## config.mk

```make
export PLATFORM = sky130hd
export DESIGN_NAME = cc_channel
export DESIGN_NICKNAME = d
export VERILOG_FILES = /design/src/rtl/cc_chan_pkg.sv /design/src/rtl/cc_in_stage.sv /design/src/rtl/cc_evt_div.sv /design/src/rtl/cc_ref_gen.sv /design/src/rtl/cc_channel.sv
export SDC_FILE = /design/constraint.sdc
export NUM_CORES = 1
export LEC_CHECK = 0
export CAP_MARGIN = 0
export CORE_MARGIN = 2
export CORE_UTILIZATION = 36
export DETAILED_ROUTE_END_ITERATION = 6
export GPL_ROUTABILITY_DRIVEN = 0
export GPL_TIMING_DRIVEN = 0
export PLACE_DENSITY = 0.68
export SYNTH_ARGS = -nofsm -noshare
export SYNTH_HDL_FRONTEND = slang
export SYNTH_SLANG_ARGS = --single-unit
export TNS_END_PERCENT = 50
```

## constraint.sdc

```tcl
create_clock -name clk -period 2.7 [get_ports clk]
set_clock_uncertainty 0.05 [all_clocks]
set_input_delay 0.405 -clock clk [delete_from_list [all_inputs] [get_ports clk]]
set_output_delay 0.405 -clock clk [all_outputs]
set_load 0.05 [all_outputs]
```

## src/rtl/cc_chan_pkg.sv

```systemverilog
package cc_chan_pkg;

  typedef enum logic [2:0] {
    OC_HOLD  = 3'b000,
    OC_SET   = 3'b001,
    OC_CLR   = 3'b010,
    OC_TOG   = 3'b011,
    OC_LOW   = 3'b100,
    OC_HIGH  = 3'b101,
    OC_PWM_A = 3'b110,
    OC_PWM_B = 3'b111
  } oc_mode_e;

  // PWM "active" level for the first PWM flavour, direction aware
  function automatic logic pwm_active(logic [31:0] cnt, logic [31:0] cmp, logic up);
    return up ? (cnt < cmp) : (cnt <= cmp);
  endfunction

  // Qualified edge from previous/current sampled level and edge select
  function automatic logic edge_hit(logic prev, logic cur, logic [1:0] sel);
    case (sel)
      2'b00:   return !prev && cur;
      2'b01:   return prev && !cur;
      2'b11:   return prev ^ cur;
      default: return 1'b0;
    endcase
  endfunction

endpackage

```

## src/rtl/cc_in_stage.sv

```systemverilog
module cc_in_stage #(
  parameter int SYNC_STAGES = 2
) (
  input  logic       clk,
  input  logic       rst_n,
  input  logic [1:0] pins,      // [0] own, [1] neighbour
  input  logic [1:0] src_sel,
  input  logic [1:0] edge_sel,
  input  logic       arm,
  output logic       edge_evt
);
  import cc_chan_pkg::*;

  localparam int MSB = SYNC_STAGES - 1;

  logic [SYNC_STAGES-1:0] sync_sh [2];
  logic sel_now, prev_q;

  for (genvar p = 0; p < 2; p++) begin : g_sync
    always_ff @(posedge clk or negedge rst_n) begin
      if (!rst_n) sync_sh[p] <= '0;
      else        sync_sh[p] <= {sync_sh[p][SYNC_STAGES-2:0], pins[p]};
    end
  end

  assign sel_now = (src_sel == 2'b01) ? sync_sh[0][MSB] : sync_sh[1][MSB];

  always_ff @(posedge clk or negedge rst_n) begin
    if (!rst_n) prev_q <= 1'b0;
    else        prev_q <= sel_now;
  end

  assign edge_evt = arm && (src_sel != 2'b00) && edge_hit(prev_q, sel_now, edge_sel);

endmodule

```

## src/rtl/cc_evt_div.sv

```systemverilog
module cc_evt_div #(
  parameter int PSC_W = 2
) (
  input  logic             clk,
  input  logic             rst_n,
  input  logic             edge_evt,
  input  logic [PSC_W-1:0] psc,
  input  logic             restart,
  output logic             cap_evt
);
  localparam int CNT_W = (1 << PSC_W) - 1;

  logic [CNT_W-1:0] cnt_q, last;

  assign last    = CNT_W'((32'd1 << psc) - 32'd1);
  assign cap_evt = edge_evt && (cnt_q >= last);

  always_ff @(posedge clk or negedge rst_n) begin
    if (!rst_n)        cnt_q <= '0;
    else if (restart)  cnt_q <= '0;
    else if (edge_evt) cnt_q <= cap_evt ? '0 : cnt_q + 1'b1;
  end


  div_gap_chk: assert property (@(posedge clk) disable iff (!rst_n)
    (cap_evt && psc != '0 && !restart) |=> !cap_evt);

endmodule

```

## src/rtl/cc_ref_gen.sv

```systemverilog
module cc_ref_gen #(
  parameter int CNT_W = 16
) (
  input  logic                  clk,
  input  logic                  rst_n,
  input  logic [CNT_W-1:0]      cnt,
  input  logic [CNT_W-1:0]      cmp,
  input  logic                  cnt_up,
  input  logic                  out_mode,
  input  cc_chan_pkg::oc_mode_e mode,
  output logic                  ref_q,
  output logic                  match_evt
);
  import cc_chan_pkg::*;

  logic eq, eq_q, ref_nxt, pwm_a;

  assign eq        = (cnt == cmp);
  assign match_evt = out_mode && eq && !eq_q;
  assign pwm_a     = pwm_active(32'(cnt), 32'(cmp), cnt_up);

  always_comb begin
    case (mode)
      OC_HOLD:  ref_nxt = ref_q;
      OC_SET:   ref_nxt = match_evt ? 1'b1 : ref_q;
      OC_CLR:   ref_nxt = match_evt ? 1'b0 : ref_q;
      OC_TOG:   ref_nxt = match_evt ? !ref_q : ref_q;
      OC_LOW:   ref_nxt = 1'b0;
      OC_HIGH:  ref_nxt = 1'b1;
      OC_PWM_A: ref_nxt = pwm_a;
      OC_PWM_B: ref_nxt = !pwm_a;
      default:  ref_nxt = ref_q;
    endcase
  end

  always_ff @(posedge clk or negedge rst_n) begin
    if (!rst_n) begin
      eq_q  <= 1'b0;
      ref_q <= 1'b0;
    end else begin
      eq_q <= eq;
      if (out_mode) ref_q <= ref_nxt;
    end
  end


  force_high_chk: assert property (@(posedge clk) disable iff (!rst_n)
    (out_mode && mode == OC_HIGH) |=> ref_q);


  toggle_flip_chk: assert property (@(posedge clk) disable iff (!rst_n)
    (out_mode && mode == OC_TOG && match_evt) |=> (ref_q != $past(ref_q)));

endmodule

```

## src/rtl/cc_channel.sv

```systemverilog
module cc_channel #(
  parameter int CNT_W       = 16,
  parameter int PSC_W       = 2,
  parameter int SYNC_STAGES = 2
) (
  input  logic             clk,
  input  logic             rst_n,
  input  logic [CNT_W-1:0] cnt_val,
  input  logic             cnt_up,
  input  logic [1:0]       dir_sel,
  input  logic [2:0]       oc_mode,
  input  logic [1:0]       pol_bits,
  input  logic             ch_en,
  input  logic [PSC_W-1:0] in_psc,
  input  logic             irq_en,
  input  logic             ccr_wr,
  input  logic [CNT_W-1:0] ccr_wdata,
  input  logic             ccr_rd,
  input  logic             flag_clr,
  input  logic             ovr_clr,
  input  logic             pin_own,
  input  logic             pin_pair,
  output logic [CNT_W-1:0] ccr_q,
  output logic             evt_flag,
  output logic             ovr_flag,
  output logic             oc_ref,
  output logic             oc_pin,
  output logic             oc_pin_oe,
  output logic             irq
);
  import cc_chan_pkg::*;

  logic in_mode, out_mode;
  logic edge_evt, cap_evt, match_evt;
  logic flag_set, flag_drop;

  assign in_mode  = (dir_sel != 2'b00);
  assign out_mode = !in_mode;

  cc_in_stage #(.SYNC_STAGES(SYNC_STAGES)) u_in (
    .clk      (clk),
    .rst_n    (rst_n),
    .pins     ({pin_pair, pin_own}),
    .src_sel  (dir_sel),
    .edge_sel (pol_bits),
    .arm      (ch_en),
    .edge_evt (edge_evt)
  );

  cc_evt_div #(.PSC_W(PSC_W)) u_div (
    .clk      (clk),
    .rst_n    (rst_n),
    .edge_evt (edge_evt),
    .psc      (in_psc),
    .restart  (!ch_en || out_mode),
    .cap_evt  (cap_evt)
  );

  cc_ref_gen #(.CNT_W(CNT_W)) u_ref (
    .clk       (clk),
    .rst_n     (rst_n),
    .cnt       (cnt_val),
    .cmp       (ccr_q),
    .cnt_up    (cnt_up),
    .out_mode  (out_mode),
    .mode      (oc_mode_e'(oc_mode)),
    .ref_q     (oc_ref),
    .match_evt (match_evt)
  );

  assign flag_set  = cap_evt || match_evt;
  assign flag_drop = flag_clr || (ccr_rd && in_mode);

  always_ff @(posedge clk or negedge rst_n) begin
    if (!rst_n) begin
      ccr_q    <= '0;
      evt_flag <= 1'b0;
      ovr_flag <= 1'b0;
    end else begin
      if (cap_evt)                 ccr_q <= cnt_val;
      else if (ccr_wr && out_mode) ccr_q <= ccr_wdata;

      if (flag_set)       evt_flag <= 1'b1;
      else if (flag_drop) evt_flag <= 1'b0;

      if (cap_evt && evt_flag) ovr_flag <= 1'b1;
      else if (ovr_clr)        ovr_flag <= 1'b0;
    end
  end

  assign oc_pin_oe = ch_en && out_mode;
  assign oc_pin    = oc_pin_oe ? (oc_ref ^ pol_bits[0]) : 1'b0;
  assign irq       = evt_flag && irq_en;


  capture_latch_chk: assert property (@(posedge clk) disable iff (!rst_n)
    cap_evt |=> (ccr_q == $past(cnt_val)) && evt_flag);


  ovr_cause_chk: assert property (@(posedge clk) disable iff (!rst_n)
    $rose(ovr_flag) |-> $past(evt_flag) && $past(cap_evt));


  ovr_sticky_chk: assert property (@(posedge clk) disable iff (!rst_n)
    (ovr_flag && !ovr_clr) |=> ovr_flag);


  ccr_lock_chk: assert property (@(posedge clk) disable iff (!rst_n)
    (in_mode && !cap_evt) |=> $stable(ccr_q));

endmodule

```

; ---- Word level (Yosys, flattened, before mapping)
; Cells that the tools add are included.
[totals]
regBits = 28
in_bits = 52
out_inout_bits = 22
elab_cells = 80
[classes]
n_addsub = 2
magnitude_cmp = 3
eq_ne = 14
shift = 1
n_mux = 17
bitwise_logic = 4
n_reduce_logical = 30
[ops]
columns = cell, n
row1 = two-way mux 16 bit, 2
row2 = equality test 16 bit, 1
row3 = less-or-equal comparator 16 bit, 1
row4 = less-than comparator 16 bit, 1
row5 = "equality test 3 bit, second input constant", 4
row6 = logical AND 1 bit, 12
row7 = two-way mux 1 bit, 10
row8 = nonzero test 2 bit, 5
row9 = two-way mux 3 bit, 3
row10 = logical NOT 1 bit, 7
row11 = case mux 1 bit (7 select lines), 1
row12 = "equality test 3 x 2 -> 1 bit, second input constant", 2
row13 = "inequality test 2 bit, second input constant", 3
row14 = AND reduction 5 bit, 1
row15 = "equality test 2 x 1 -> 1 bit, second input constant", 2
row16 = "adder 3 x 1 -> 3 bit, second input constant", 1
row17 = "equality test 3 x 1 -> 1 bit, second input constant", 1
row18 = >= comparator 3 bit, 1
row19 = logical NOT 3 bit, 1
row20 = logical OR 1 bit, 3
row21 = case mux 1 bit (3 select lines), 1
row22 = "left shift 1 x 2 -> 3 bit, first input constant", 1
row23 = "subtractor 3 x 1 -> 3 bit, second input constant", 1
row24 = "equality test 2 bit, second input constant", 1
row25 = 3 further kinds, 5

; ---- Longest topological paths before layout
[depth]
depth_word = 10
mapped_depth = 10
ltp_nobuf = 9

; ---- Modules after synthesis
; From an unflattened synthesis, not the netlist that was laid out.
[unflattened]
cells_unflattened = 184
hier_area_um2 = 2033.2
[modules_own_cells]
columns = module, instances, cells_per_inst, area_each_um2, seq_area_each_um2
row1 = cc_channel, 1, 66, 970.9, 450.4
row2 = cc_ref_gen, 1, 75, 594.3, 50.0
row3 = cc_evt_div, 1, 27, 252.7, 75.1
row4 = cc_in_stage, 1, 16, 215.2, 125.1

; ---- Worst setup path after synthesis
; OpenSTA, ideal clock, no wires.
[synth_path]
path_kind = flip-flop to flip-flop
startpoint = register ccr_q[15]
endpoint = register u_ref.ref_q
setup_ns = 0.126
arrival_ns = 2.404
t_required_ns = 2.524
setup_slack_ns = 0.120
stages_incl_launch_ff = 8
n_path_buf = 0
period_less_slack_ns = 2.580
path_cell_list = dfrtp_1 inv_1 ha_1 nand4_2 nor4_4 a21oi_2 or4_1 o32a_1
[synth_via]
elab_chain_len = 5
elab_cells_between_ends = 12
cone_classes = 2 x order compare / 4 x eq/ne / 2 x mux / 4 x reduce/logical
[synth_lines]
columns = item, line_no
row1 = start: declaration, cc_channel.sv:23  ; output logic [CNT_W-1:0] ccr_q,
row2 = start signal: assignment, cc_channel.sv:80  ; if (cap_evt) ccr_q <= cnt_val;
row3 = start signal: assignment, cc_channel.sv:81  ; else if (ccr_wr && out_mode) ccr_q <= ccr_wdata;
row4 = equality test 16 bit *, cc_ref_gen.sv:18  ; assign eq = (cnt == cmp);
row5 = named net u_ref.eq, cc_ref_gen.sv:16  ; logic eq, eq_q, ref_nxt, pwm_a;
row6 = logical AND 1 bit * (2 in a row), cc_ref_gen.sv:19  ; assign match_evt = out_mode && eq && !eq_q;
row7 = inequality test 2 bit (no line), --
row8 = AND reduction 5 bit (no line) *, --
row9 = end signal: assignment, cc_ref_gen.sv:42  ; if (out_mode) ref_q <= ref_nxt;
row10 = end: declaration, cc_ref_gen.sv:11  ; output logic ref_q,
; The timed path passes the listed nets; every way through them passes the cells marked *.
; A chain may end at the register's enable or synchronous reset.

; ---- Worst setup path in the final report
[layout_path]
startpoint = input cnt_val[11]
endpoint = register u_ref.ref_q
[layout_via]
elab_chain_len = 5
elab_cells_between_ends = 12
cone_classes = 2 x order compare / 4 x eq/ne / 2 x mux / 4 x reduce/logical
[layout_lines]
columns = item, line_no
row1 = start: declaration, cc_channel.sv:8  ; input logic [CNT_W-1:0] cnt_val,
row2 = equality test 16 bit *, cc_ref_gen.sv:18
row3 = named net u_ref.eq, cc_ref_gen.sv:16
row4 = logical AND 1 bit * (2 in a row), cc_ref_gen.sv:19
row5 = inequality test 2 bit (no line), --
row6 = AND reduction 5 bit (no line) *, --
; Marks and branches as above.

==> impl_metrics.ini <==
[floorplan]
initial_utilization = 0.369
coreArea_um2 = 5070
die_w_um = 76.2
rows = 26
die_h_um = 76.2
design.die.area_um2 = 5800
num_io_pins = 74

[layout]
area_growth_pct = 47.3
multi_input_area_um2 = 1080
ff_latch_area_um2 = 701
layout_commonest_cell = clkdlybuf4s50_1
final_cell_mix = clkdlybuf4s50_1 (72), dfrtp_1 (28), nand2_1 (25)
nFillCells = 500
layout.nets = 353
design_area_um2 = 2760
drive_gt1_frac = 0.115
n_antenna_cell = 0
utilization = 0.544

[synth]
syn_area_um2 = 1870
synth_top_flop_cell = dfrtp_1
synth_seq_cells = 28
seq_area_frac_synth = 0.374
ys_types = 40
synth_nets = 274
async_flop_share = 1.00
ys_warn_count = 0
synthCells = 200
synth_edf_count = 0
avgSynthCellArea_um2 = 9.37

[grt]
antenna_found_initial = 0
grt_start_max_net_pins = 29
grt_use_total = 0.163
grt_pass1_wl_um = 7730
grt-ovfl-total = 0
grt_pass1_vias = 1686

[flow_run]
maxCapViolCount = 0

[critical_path]
crit_path_end_kind = flip-flop
crit_arrival_ns = 2.69
cp-startpoint = cnt_val[11]
crit_type = primary input to flip-flop
cp_max_fo = 5
r2r_start = ccr_q[15]
start_kind = primary input
cp.required_ns = 2.82

[drt]
vias_per_cell = 4.79
dr.pass1.iters = 4
drt-wirelength-per-cell_um = 13.0
num_vias = 1666
ant_nets = 0
drc = 0
drt-initial-drc-count = 28
wirelength_um = 4530

[sta]
setup_viol = 0
drv_slew = 0
hold_slack_ns = 0.0864
fin_crit_sh = 0.952
tightest_slew_ns = 0.666
hold_violations = 0
slew_headroom = 0.556
fmax_ghz = 0.389
period_minus_slack_ns = 2.57
rsz0062_at_grt = no

[power_and_ir_drop]
ir_drop_mv = 0.286
p_per_area_nw_per_um2 = 534
p_leak_nw = 1.22

[placed_design]
io_buffers = 73
hpwl_um = 3500
dpl_cell_area_um2 = 2690

[clock_network]
root_buffer = clkbuf_8
cts_hold_buf = 0
clk_pin_slew_worst_paths_ns = 0.11
clk-insertion-delay-late_ns = 0.29
clockBufferDepth = 2
cts_tree = yes
cts_inserted_buffers = 3
htree_levels = 1
cts.sinks = 28

[outcome]
status = finished clean

[min_path]
hold_class = primary input to asynchronous set/reset pin
## final cells by class
class	count	area share
multi-input combinational	144	0.390
tap	70	0.0317
buffer	4	0.00680
clock buffer	4	0.0199
inverter	24	0.0326
timing repair buffer	74	0.266
sequential	28	0.254
## flip-flops by register name, indices dropped and copies added (netlist names)
signal and flops:
u_ref.ref_q 1, evt_flag 1, u_in.prev_q 1, u_ref.eq_q 1, ccr_q 16, ovr_flag 1
u_div.cnt_q 3, u_in.sync_sh 4
## power breakdown
group | leakage [nW] | internal, W | switching (W)
combinational | 0.845 | 0.000294 | 0.000393
sequential | 0.349 | 0.000478 | 0.0000351
clock | 0.0288 | 0.000131 | 0.000143
total | 1.22 | 0.000903 | 0.000571
## synth_stat cells, drive strengths merged, types with 2 or more instances
cell type,count,area share
a21oi,11,0.031
o21ai,20,0.053
nand2,26,0.052
ha,22,0.15
nor3b,2,0.0080
clkbuf,3,0.0060
inv,24,0.048
nand4,4,0.017
or2,3,0.010
nor2b,5,0.017
mux2,16,0.096
and2,5,0.017
nor2,6,0.012
nand2b,4,0.013
dfrtp,28,0.37
## critical path, stage by stage
cell,delay (ns)
clkdlybuf4s50_1,0.42
ha_1,0.33
nand4_1,0.21
nor4_4,0.43
a21oi_2,0.10
or4_1,0.51
o32a_1,0.29
## worst paths after layout
check                                   to  slack (ns)  cells after the start
min reg2reg                u_in.sync_sh[3]        0.31                      0
min                               ccr_q[3]        0.09                      1
max                            u_ref.ref_q        0.13                      7
max in group asynchronous         ccr_q[6]        2.07                      1
max reg2reg                    u_ref.ref_q        0.27                      7
min in group clk           u_in.sync_sh[3]        0.31                      0
## per-stage QoR
step                instances  TNS [ns]  setup slack, ns  power (W)
floorplan                 200         0            0.120   0.000951
global placement          343     -5.84           -0.482    0.00120
detailed placement        343     -6.03           -0.502    0.00121
CTS                       348         0            0.122    0.00150
global route              348         0           0.0221    0.00157
finish                    348         0            0.128    0.00147
## kinds of logic after synthesis
family,synth area share
DFF,0.374
and+or+nand+nor,0.172
xor gates and xnor gates,0.00467
muxes,0.101
buffers and inverters,0.0567
AOI/OAI and AO/OA,0.144
adders and majority gates,0.147
## repair_timing
item / 4_1_cts / 5_1_grt
gates cloned: 0 / 0
endpoints found under the setup margin: 9 / 8
resized for setup: 1 / 3
pin swaps: 1 / 0
buffers inserted: 1 / 0
## per-layer routing
layer / wire length, µm / global-route usage / vias to the layer above
li1: - / - / 850
met1: 2130 / 0.216 / 758
met2: 2050 / 0.269 / 54
met3: 304 / 0.0391 / 4
met4: 40 / 0.0382 / 0
met5: 0 / 0 / -
Power figures use the tool's default switching activity.
